[config.mk]
export PLATFORM = sky130hd
export DESIGN_NAME = gpio_prio_port
export DESIGN_NICKNAME = d
export VERILOG_FILES = /design/src/rtl/gpio_prio_port.sv
export SDC_FILE = /design/constraint.sdc
export NUM_CORES = 1
export LEC_CHECK = 0
export BUFFER_PORTS_ARGS = -buffer_cell sky130_fd_sc_hd__buf_2
export CORE_ASPECT_RATIO = 0.9
export CORE_UTILIZATION = 35
export CTS_BUF_LIST = sky130_fd_sc_hd__clkbuf_16
export DETAILED_ROUTE_END_ITERATION = 6
export GPL_ROUTABILITY_DRIVEN = 0
export GPL_TIMING_DRIVEN = 0
export PLACE_DENSITY = 0.8
export RECOVER_POWER = 50
export SYNTH_ARGS = -nofsm -noshare
export SYNTH_HDL_FRONTEND = slang
export SYNTH_SLANG_ARGS = --single-unit
[constraint.sdc]
create_clock -name clk -period 1.6 [get_ports clk]
set_input_delay 0.32 -clock clk [delete_from_list [all_inputs] [get_ports clk]]
set_output_delay 0.32 -clock clk [all_outputs]
set_load 0.01 [all_outputs]
[src/rtl/gpio_prio_port.sv]
module gpio_prio_port #(
  parameter int          AW       = 8,
  parameter int          DW       = 8,
  parameter logic [DW-1:0] IMPL   = 8'hC3,
  parameter logic [AW-1:0] A_DATA = 8'h28,
  parameter logic [AW-1:0] A_IN   = 8'h29,
  parameter logic [AW-1:0] A_DIR  = 8'h2A,
  parameter logic [AW-1:0] A_PU   = 8'h2B
) (
  input  logic          clk,
  input  logic          rst_n,
  input  logic [AW-1:0] bus_addr,
  input  logic          bus_we,
  input  logic [DW-1:0] bus_wdata,
  output logic [DW-1:0] bus_rdata,
  input  logic          can_en,
  input  logic          can_tx,
  output logic          can_rx,
  input  logic          i2c_en,
  input  logic          i2c_scl_o,
  input  logic          i2c_sda_o,
  output logic          i2c_scl_i,
  output logic          i2c_sda_i,
  input  logic [DW-1:0] pin_in,
  output logic [DW-1:0] pad_out,
  output logic [DW-1:0] pad_oe,
  output logic [DW-1:0] pad_od,
  output logic [DW-1:0] pad_pu
);
  localparam int HI = 7;
  localparam int LO = 6;

  logic [DW-1:0] data_q, dir_q, pu_q, sync1_q, sync2_q;

  always_ff @(posedge clk or negedge rst_n) begin
    if (!rst_n) begin
      data_q  <= '0;
      dir_q   <= '0;
      pu_q    <= IMPL;
      sync1_q <= '0;
      sync2_q <= '0;
    end else begin
      sync1_q <= pin_in & IMPL;
      sync2_q <= sync1_q;
      if (bus_we) begin
        if (bus_addr == A_DATA) data_q <= bus_wdata & IMPL;
        if (bus_addr == A_DIR)  dir_q  <= bus_wdata & IMPL;
        if (bus_addr == A_PU)   pu_q   <= bus_wdata & IMPL;
      end
    end
  end

  always_comb begin
    unique case (bus_addr)
      A_DATA:  bus_rdata = (dir_q & data_q) | (~dir_q & sync2_q);
      A_IN:    bus_rdata = sync2_q;
      A_DIR:   bus_rdata = dir_q;
      A_PU:    bus_rdata = pu_q;
      default: bus_rdata = '0;
    endcase
  end

  assign can_rx    = sync2_q[LO];
  assign i2c_sda_i = sync2_q[LO];
  assign i2c_scl_i = sync2_q[HI];

  always_comb begin
    pad_out = data_q & IMPL;
    pad_oe  = dir_q & IMPL;
    pad_od  = '0;
    pad_pu  = pu_q & ~dir_q & IMPL;
    if (can_en) begin
      pad_out[HI] = can_tx;
      pad_oe[HI]  = 1'b1;
      pad_pu[HI]  = 1'b0;
      pad_out[LO] = 1'b0;
      pad_oe[LO]  = 1'b0;
      pad_pu[LO]  = pu_q[LO];
    end else if (i2c_en) begin
      pad_out[HI] = 1'b0;
      pad_oe[HI]  = ~i2c_scl_o;
      pad_od[HI]  = 1'b1;
      pad_pu[HI]  = pu_q[HI];
      pad_out[LO] = 1'b0;
      pad_oe[LO]  = ~i2c_sda_o;
      pad_od[LO]  = 1'b1;
      pad_pu[LO]  = pu_q[LO];
    end
  end

  logic past_ok_q;
  always_ff @(posedge clk or negedge rst_n) begin
    if (!rst_n) past_ok_q <= 1'b0;
    else        past_ok_q <= 1'b1;
  end

  AST_SYNC_STAGE1: assert property (@(posedge clk) disable iff (!rst_n)
    past_ok_q |-> sync1_q == ($past(pin_in) & IMPL));
  AST_SYNC_STAGE2: assert property (@(posedge clk) disable iff (!rst_n)
    past_ok_q |-> sync2_q == $past(sync1_q));
  AST_DATA_HOLD: assert property (@(posedge clk) disable iff (!rst_n)
    !(bus_we && bus_addr == A_DATA) |=> $stable(data_q));
  AST_INPUT_NOWRITE: assert property (@(posedge clk) disable iff (!rst_n)
    (bus_we && bus_addr == A_IN) |=> $stable(dir_q) && $stable(pu_q) && $stable(data_q));
  AST_UNIMPL_QUIET: assert property (@(posedge clk) disable iff (!rst_n)
    ((pad_out | pad_oe | pad_od | pad_pu) & ~IMPL) == '0);
  AST_OD_NEVER_HIGH: assert property (@(posedge clk) disable iff (!rst_n)
    (pad_od & pad_oe & pad_out) == '0);
  AST_PU_OFF_PUSHPULL: assert property (@(posedge clk) disable iff (!rst_n)
    (pad_pu & pad_oe & ~pad_od) == '0);
  AST_CAN_NO_OD: assert property (@(posedge clk) disable iff (!rst_n)
    can_en |-> pad_od[HI:LO] == 2'b00 && pad_oe[HI]);
endmodule

# Word level (Yosys, flattened, before mapping)
# Index checks and enable logic that the tools add are counted.
# totals
word_cells	28
in_bits	32
ff_bits	20
# op_classes
n_eq_ne	4
n_bitwise	7
reduce_logical	3
muxes	9
# op_table
operator	n
8-bit by 6-bit == test with 1-bit output, second input constant	4
8-bit case mux with 4 select lines	1
8-bit AND	3
2-bit 2-to-1 mux	8
8-bit inverter	1
8-bit OR	1
2-bit AND reduction	3
1-bit inverter	2

# Logic depth before layout (Yosys ltp)
# Gate-level depths: netlist of run 1.
# depth
word_depth	4
mapped_depth	4
ltp_nobuf	3

# Worst setup path after synthesis of run 1
# OpenSTA, ideal clock, no wires.
# synth_path
path_kind	input to output
start	input port bus_addr[4]
end	output port bus_rdata[0]
path_slack_ns	-0.075
arrival_time_ns	1.355
required_time_ns	1.280
path_stages	3
n_path_buf	0
cell_sequence	nor4b_4 -> nand2_1 -> a2111oi_0
# synth_between
elab_chain_cells	2
word_cells_on_any_way	5
# synth_lines
item	line	text
start, declared	12	input logic [AW-1:0] bus_addr,
8-bit by 6-bit == test with 1-bit output	54	unique case (bus_addr)
8-bit case mux with 4 select lines (*)	54	
end, declared	15	output logic [DW-1:0] bus_rdata,
# Mark *: on every way between the ends. The rest lies on a longest branch, timed or not.

# Final worst setup path of run 1
# layout_path
start	input port bus_addr[7]
end	output port bus_rdata[1]
# Same word-level chain as after synthesis.

==> reports/results.txt, run 1 <==
status: complete, but fails checks
violated checks: negative setup slack
Worst Setup End Kind: output port
Synth area leader: dfrtp_1
largest net degree at the start of global routing: 21
Slew headroom: 32.2%
Clock Sinks: 20
placement row count: 19
Initial Util: 37.4%
1st-iter DRT viols: 6
HPWL after DPL: 1.92 mm
Total Routed Length: 2.62 mm
Slew Viols, Final: 0
root buffer selected by CTS: clkbuf_16
Worst Path Required: 1280 ps
pwr/cell area: 738 mW/mm2
crit path cell chain: buf_6 > nor4b_4 > nand2_2 > buf_4 > a2111oi_4 > buf_2
TritonRoute pass-1 iters: 4
met1 Use GR: 15.6%
CTS tree: yes
full die area: 0.00354 mm2
hold buffer count at cts: 0
vias in the first global route: 949
Post-DRT Antenna Nets: 0
Vias per Instance: 4.37
Leak Pwr: 0.925 nW
number of CTS-inserted buffers: 3
Max VDD drop: 713 uV
Crit Path Max Fanout: 4
ANT cells: 0
area grow syn2layout: 52.3%
core area: 0.00309 mm2
TNS Setup: -602 ps
critical path class: input pin to output port
Startpoint Class: input pin
Total Power: 0.00130 W
Area contributors post-synth: dfrtp_1 (35%), buf_4 (18%), mux2_2 (13%)
met3 GRT Util: 4.47%
synth warn: 0
Synth Instances: 105
min Tclk post-route: 1780 ps
Max Root-Sink Buffers: 2
Clock Latency Late Sink: 250 ps
NumNets Final: 215
io pins: 75
grt met2 use: 28.1%
final setup violation count: 4
mapped cell area: 0.00116 mm2
first-pass GRT wire length: 4.14 mm
Setup Skew: 0.278 ps
Hold Path Class: input pin to flop
via count of the routed design: 974
worst path arrival time: 1460 ps
grt peak-use layer: met2
synthesized flop and latch total: 20
Synth Area per Inst: 11.0 um2
# DRC: 0
sum of buffers and inverters on the critical path: 3
CP max-delay cell: nor4b_4
Max-cap violations: 0
grt ovf: 0
top cell type's share of synthesized area: 34.6%
fin crit share: 111%
Worst path max stage delay: 360 ps
pre-CTS WS: -297 ps
worst slew pin tran: 1020 ps
final hold violations: 0
Die Y: 56.6 um
Final WS setup: -183 ps
share of layout cells above drive strength 1: 63.0%
Avg WL per Cell: 11.8 um
DIE WIDTH: 62.6 um
buffers added on ports: 44
fillcell total: 274
Fmax: 561 MHz
gr usage total: 15.5%
Seq/Total Area, Yosys: 43.7%
CP delay by family, top: simple AND/OR/NAND/NOR gates
Yosys cell types: 26
fin util: 57.0%
antenna violations before repair: 0
Worst-path clk slew: 50 ps
RSZ-0062 raised after global routing: yes
htree depth: 1
-- where the power goes --
| part | switching, W | leakage, nW | internal, W |
|---|---|---|---|
| Combinational | 0.000121 | 0.644 | 0.000131 |
| Clock | 0.000167 | 0.0370 | 0.000329 |
| Sequential | 0.0000173 | 0.245 | 0.000535 |
| Total | 0.000305 | 0.925 | 0.000995 |
-- synthesized netlist by cell type, drive strengths merged --
master,n
a2111oi,3
a211o,1
a211oi,1
a21boi,1
a21oi,3
a221oi,1
a22o,1
and2,1
and3,1
buf,30
conb,1
dfrtp,16
dfstp,4
inv,1
mux2,13
nand2,1
nand3,1
nand4,2
nor2,4
nor2b,9
nor3,3
nor3b,2
nor4b,4
o21ba,1
-- sequential cells by signal, indices dropped and copies added, names as in the netlist --
signal,flops
sync1_q,4
dir_q,4
data_q,4
sync2_q,4
pu_q,4
-- kinds of logic (layout without fill, tap and decap cells) --
logic type / after synthesis / count (layout) / synth area share (%)
buffers and inverters: 31 / 86 / 19.4
and+or+nand+nor: 28 / 28 / 16.0
DFF: 20 / 20 / 43.7
muxes: 13 / 13 / 12.6
AOI/OAI and AO/OA: 12 / 12 / 8.00
other: 1 / 22 / 0.324
-- metrics by stage --
step | hold WS (ps) | instances | instance area, um2
3_3_place_gp | 283 | 212 | 1510
4_1_cts | 16.8 | 219 | 1700
5_1_grt | 169 | 223 | 1760
6_report | 172 | 223 | 1760
3_5_place_dp | 283 | 212 | 1510
2_1_floorplan | 24.4 | 126 | 1240
-- placed cells by master, fill, tap and decap left out, types with 2 or more instances in the layout --
| cell | n |
|---|---|
| nor4b_2 | 3 |
| nand4_1 | 2 |
| buf_6 | 3 |
| dfrtp_1 | 16 |
| nor2_1 | 3 |
| nor2b_1 | 8 |
| nor3b_1 | 2 |
| buf_4 | 38 |
| buf_2 | 40 |
| dfstp_2 | 4 |
| clkbuf_16 | 3 |
| a21oi_1 | 2 |
| conb_1 | 22 |
| nor3_1 | 3 |
| mux2_2 | 12 |
| a2111oi_4 | 3 |
-- per-layer routing --
layer,part of all wire (%),wire length [um]
met5,0,0
met4,0.80,21
met3,8.9,232
met2,50,1320
met1,40,1040
-- final cells by class --
| type | count | area [um2] | share of cell area [%] |
|---|---|---|---|
| buffer | 30 | 229 | 13.0 |
| clock buffer | 3 | 75.1 | 4.26 |
| inverter | 1 | 3.75 | 0.213 |
| multi-input combinational | 75 | 603 | 34.2 |
| sequential | 20 | 505 | 28.7 |
| tap | 42 | 52.6 | 2.98 |
| timing repair buffer | 52 | 294 | 16.7 |
-- timing repair --
action / in CTS / in global routing
cloned: 0 / 0
setup endpoints to repair: 4 / 4
setup buffers: 4 / 4
resized for setup: 19 / 5
endpoints found under the hold margin: 0 / 0
pin swaps: 4 / 3
-- path summary, 6_finish.rpt --
path	start	endpoint	slack [ps]	cells past startpoint
hold reg to reg	sync1_q[0]	sync2_q[0]	350	0
max in group asynchronous	rst_n	dir_q[1]	760	1
setup / recovery	bus_addr[7]	bus_rdata[1]	-180	6
hold / removal	pin_in[6]	sync1_q[6]	170	1
min in group asynchronous	rst_n	sync2_q[7]	230	1
setup reg to reg	dir_q[6]	dir_q[6]	770	1
(Power assumes the default switching activity.)
==> run 2, diff against run 1 <==
Settings changed: PLACE_DENSITY 0.8 to 0.79.
==> run 2 against run 1 <==
  * The flow still finishes with violations (negative setup slack)
  * Combinational power increased by 8%
  * Global-route usage increased by 0.54 points
  * Critical endpoint unchanged
  * Worst hold slack lost 6.3 ps
  * Clock power up 38%
  * Critical path depth unchanged
  * Largest power group is now the clock network
  * Core utilization rose by 3.2 points
  * Sequential share of layout area fell by 1.5 points
==> reports/results.txt, run 2 (synthesis results as in run 1) <==
Avg WL per Cell: 12.2 um
final setup violation count: 4
most common cell after layout, fill and taps aside: buf_2
buffers added on ports: 44
pwr/cell area: 810 mW/mm2
worst path arrival time: 1400 ps
RSZ-0062 raised after global routing: yes
1st-iter DRT viols: 12
Hold Path Class: input pin to flop
commonest cells after routing, fill and taps aside: buf_2 (40), buf_4 (38), conb_1 (22)
status: complete, but fails checks
TritonRoute pass-1 iters: 4
violated checks: negative setup slack
Min-Delay Startpoint: pin_in[6]
Max VDD drop: 789 uV
share of layout cells above drive strength 1: 66.8%
Total Routed Length: 2.76 mm
Reg2Reg Setup Slack: 730 ps
grt met2 use: 27.3%
io pins: 75
Setup Skew: 0.107 ps
NumNets Final: 217
area grow syn2layout: 61.0%
vias in the first global route: 930
Max Root-Sink Buffers: 2
Slew headroom: 29.3%
largest net degree at the start of global routing: 21
first-pass GRT wire length: 4.28 mm
number of CTS-inserted buffers: 3
full die area: 0.00354 mm2
fin crit share: 107%
TNS Setup: -421 ps
ANT cells: 0
Hold Path End: sync1_q[6]
antenna violations before repair: 0
Initial Util: 37.4%
Fmax: 582 MHz
placement row count: 19
# DRC: 0
Post-DRT Antenna Nets: 0
critical path class: input pin to output port
Worst-path clk slew: 60 ps
met3 GRT Util: 5.08%
Hold WS: 166 ps
CTS tree: yes
Worst Setup End Kind: output port
grt ovf: 0
RR Endpoint: pu_q[7]
final hold violations: 0
root buffer selected by CTS: clkbuf_16
DIE WIDTH: 62.6 um
via count of the routed design: 1001
Worst Path Required: 1280 ps
Crit Path Max Fanout: 3
min Tclk post-route: 1720 ps
Slew Viols, Final: 0
grt peak-use layer: met2
Clock Sinks: 20
hold path depth: 1
Vias per Instance: 4.43
Reg-to-Reg Start: pu_q[7]
Leak Pwr: 0.970 nW
Final WS setup: -118 ps
worst slew pin tran: 1060 ps
met1 Use GR: 18.2%
Clock Latency Late Sink: 250 ps
Max-cap violations: 0
R2R depth: 2
Startpoint Class: input pin
HPWL after DPL: 1.84 mm
core area: 0.00309 mm2
Die Y: 56.6 um
htree depth: 1
gr usage total: 16.0%
[run 2: worst max path at each step]
stage                     start      endpoint  slack, ps  cells past startpoint
global placement    bus_addr[4]  bus_rdata[1]       -280                      5
finish              bus_addr[7]  bus_rdata[1]       -120                      6
detailed placement  bus_addr[4]  bus_rdata[0]       -270                      5
floorplan           bus_addr[4]  bus_rdata[0]        -80                      3
global route        bus_addr[7]  bus_rdata[7]       -170                      5
CTS                  sync2_q[7]  bus_rdata[7]        -50                      4
[run 2: power by group]
group          switching (W)  internal, W  total (W)  leakage (nW)
registers          0.0000197     0.000535   0.000555         0.245
clock network       0.000187     0.000496   0.000683        0.0511
logic               0.000129     0.000142   0.000271         0.674
[run 2: area by class of cell]
| type | instances | area [um2] |
|---|---|---|
| repair buffers | 54 | 317 |
| well taps | 42 | 52.6 |
| fillers | 258 | 1230 |
| plain buffers | 30 | 229 |
| flip-flops and latches | 20 | 505 |
| clock buffers | 3 | 75.1 |
| multi-input cells | 75 | 651 |
| clock inverters | 1 | 30.0 |
| inverters | 1 | 3.75 |
[run 2: metal layers]
| metal | part of all wire (%) | vias to the layer above | wire length (um) |
|---|---|---|---|
| li1 | - | 485 | - |
| met5 | 0 | - | 0 |
| met2 | 49 | 57 | 1360 |
| met4 | 1.3 | 0 | 37 |
| met1 | 40 | 453 | 1110 |
| met3 | 9.4 | 6 | 258 |
[run 2: stage by stage]
| stage | std cells | total power [W] | worst slack (ps) | instance area, um2 | utilization (%) |
|---|---|---|---|---|---|
| 6_report | 226 | 0.00151 | -118 | 1860 | 60.3 |
| 5_1_grt | 226 | 0.00156 | -171 | 1860 | 60.3 |
| 2_1_floorplan | 126 | 0.000694 | -75.3 | 1240 | - |
| 3_3_place_gp | 212 | 0.000768 | -280 | 1510 | 48.8 |
| 3_5_place_dp | 212 | 0.000774 | -272 | 1510 | 48.8 |
| 4_1_cts | 224 | 0.00151 | -54.2 | 1820 | 58.8 |
[run 2: critical path: stages]
cell       delay, ps
buf_6            100
nor4b_4          330
nand2_2          130
buf_6            160
a2111oi_4        180
buf_2            180
[run 2: timing repair]
item	4_1_cts	5_1_grt
setup buffers	8	2
endpoints found under the setup margin	4	4
hold buffers	0	0
gates resized for setup	30	6
pin swaps	6	5
==> run 3, diff against run 2 <==
Settings changed: SKIP_CTS_REPAIR_TIMING from default to 1.
==> run 3 against run 2 <==
  * The run still ends with negative setup slack left
  * Final area decreased by 6.2%
  * Core utilization decreased by 3.7 points
  * Combinational power decreased by 10%
  * Clock skew about the same
  * Routed wire length decreased by 9.9%
  * First-iteration DRC count increased by 33%
  * Worst hold slack improved by 0.60 ps
  * Sequential power about the same
  * Maximum frequency decreased by 1.2%
  * Total power decreased by 2.1%
  * Global-route usage decreased by 2.4 points
  * Sequential share of layout area increased by 1.8 points
  * Critical endpoint is now bus_rdata[7]
  * Largest power group unchanged
==> reports/results.txt, run 3 (synthesis results as in run 1) <==
status: complete, but fails checks
violated checks: negative setup slack
root buffer selected by CTS: clkbuf_16
Startpoint Class: input pin
Placed Area: 0.00151 mm2
first-pass GRT wire length: 3.71 mm
HPWL after DPL: 1.84 mm
Worst-path clk slew: 60 ps
Reg2Reg Setup Slack: 790 ps
Hold Path Class: input pin to flop
final setup violation count: 4
Initial Util: 37.4%
Leak Pwr: 0.915 nW
Slew headroom: 28.9%
critical path class: input pin to output port
grt ovf: 0
share of layout cells above drive strength 1: 60.7%
DIE WIDTH: 62.6 um
Setup Skew: 0.108 ps
Total Routed Length: 2.48 mm
Hold Path End: sync1_q[6]
NumNets Final: 211
Worst Setup End Kind: output port
Vias per Instance: 4.32
largest net degree at the start of global routing: 21
placement row count: 19
cell count after placement: 212
top sig layer: met4
Final WS setup: -138 ps
Post-DRT Antenna Nets: 0
# DRC: 0
Crit Path Max Fanout: 4
R2R depth: 1
Slew Viols, Final: 0
io pins: 75
routed wl met2: 1.14 mm
worst slew pin tran: 1070 ps
Worst Path Required: 1280 ps
ANT cells: 0
commonest cells after routing, fill and taps aside: buf_2 (41), buf_4 (31), conb_1 (22)
Max-cap violations: 0
TritonRoute pass-1 iters: 4
1st-iter DRT viols: 16
Hold WS: 167 ps
met3 wire length: 224 um
worst path arrival time: 1420 ps
Fmax: 575 MHz
Avg WL per Cell: 11.3 um
Min-Delay Startpoint: pin_in[6]
fin cells: 220
area grow syn2layout: 51.0%
min Tclk post-route: 1740 ps
full die area: 0.00354 mm2
via count of the routed design: 951
Die Y: 56.6 um
number of CTS-inserted buffers: 3
final hold violations: 0
Clock Sinks: 20
vias in the first global route: 821
CTS tree: yes
Clock Latency Late Sink: 250 ps
RSZ-0062 raised after global routing: yes
pwr/cell area: 845 mW/mm2
htree depth: 1
Final Instance Area: 0.00175 mm2
gr usage total: 13.6%
core area: 0.00309 mm2
WL met1: 1.07 mm
Max Root-Sink Buffers: 2
most common cell after layout, fill and taps aside: buf_2
buffers added on ports: 44
RR Endpoint: dir_q[7]
hold path depth: 1
fin crit share: 109%
Reg-to-Reg Start: dir_q[7]
Max VDD drop: 778 uV
antenna violations before repair: 0
run 3: cell types whose count changed in the layout (fill, tap and decap cells not counted), moves of 2 or more:
cell / delta
a21oi_2: -3
nor2b_4: -2
nor4b_2: +2
nor2b_1: +3
nor4b_4: -2
buf_4: -7
a21oi_1: +3
run 3: how the worst max path moves through the flow:
stage          depth (start not counted)           end  slack (ps)        start
4_1_cts                                5  bus_rdata[1]        -290  bus_addr[4]
3_3_place_gp                           5  bus_rdata[1]        -280  bus_addr[4]
2_1_floorplan                          3  bus_rdata[0]         -80  bus_addr[4]
3_5_place_dp                           5  bus_rdata[0]        -270  bus_addr[4]
6_report                               5  bus_rdata[7]        -140  bus_addr[6]
5_1_grt                                4  bus_rdata[7]        -200   sync2_q[7]
run 3: area by class of cell:
type                            instances  area, um2
Buffer                                 30        229
Clock buffer                            3       75.1
Clock inverter                          1       30.0
Fill cell                             278       1340
Inverter                                1       3.75
Multi-Input combinational cell         75        587
Sequential cell                        20        505
Tap cell                               42       52.6
Timing Repair Buffer                   48        265
run 3: report_power, final:
| part | switching, W | leakage (nW) | internal (W) | total (W) |
|---|---|---|---|---|
| Clock | 0.000186 | 0.0511 | 0.000496 | 0.000682 |
| Sequential | 0.0000175 | 0.245 | 0.000535 | 0.000552 |
| Combinational | 0.000117 | 0.619 | 0.000126 | 0.000243 |
run 3: metal layers:
layer / track usage [%] / vias to the layer above
li1: - / 468
met4: 6.98 / 0
met1: 16.6 / 424
met5: 0 / -
met2: 21.4 / 52
met3: 4.67 / 7
run 3: through the flow:
step | total power, W | util [%] | setup WS [ps] | TNS, ps
floorplan | 0.000694 | - | -75.3 | -226
finish | 0.00148 | 56.6 | -138 | -501
global route | 0.00153 | 56.6 | -196 | -720
detailed placement | 0.000774 | 48.8 | -272 | -943
CTS | 0.00147 | 52.2 | -286 | -973
global placement | 0.000768 | 48.8 | -280 | -924
run 3: critical path: stages:
cell	delay [ps]
buf_6	100
nor4b_4	370
nand2_2	210
a2111oi_4	230
buf_2	190
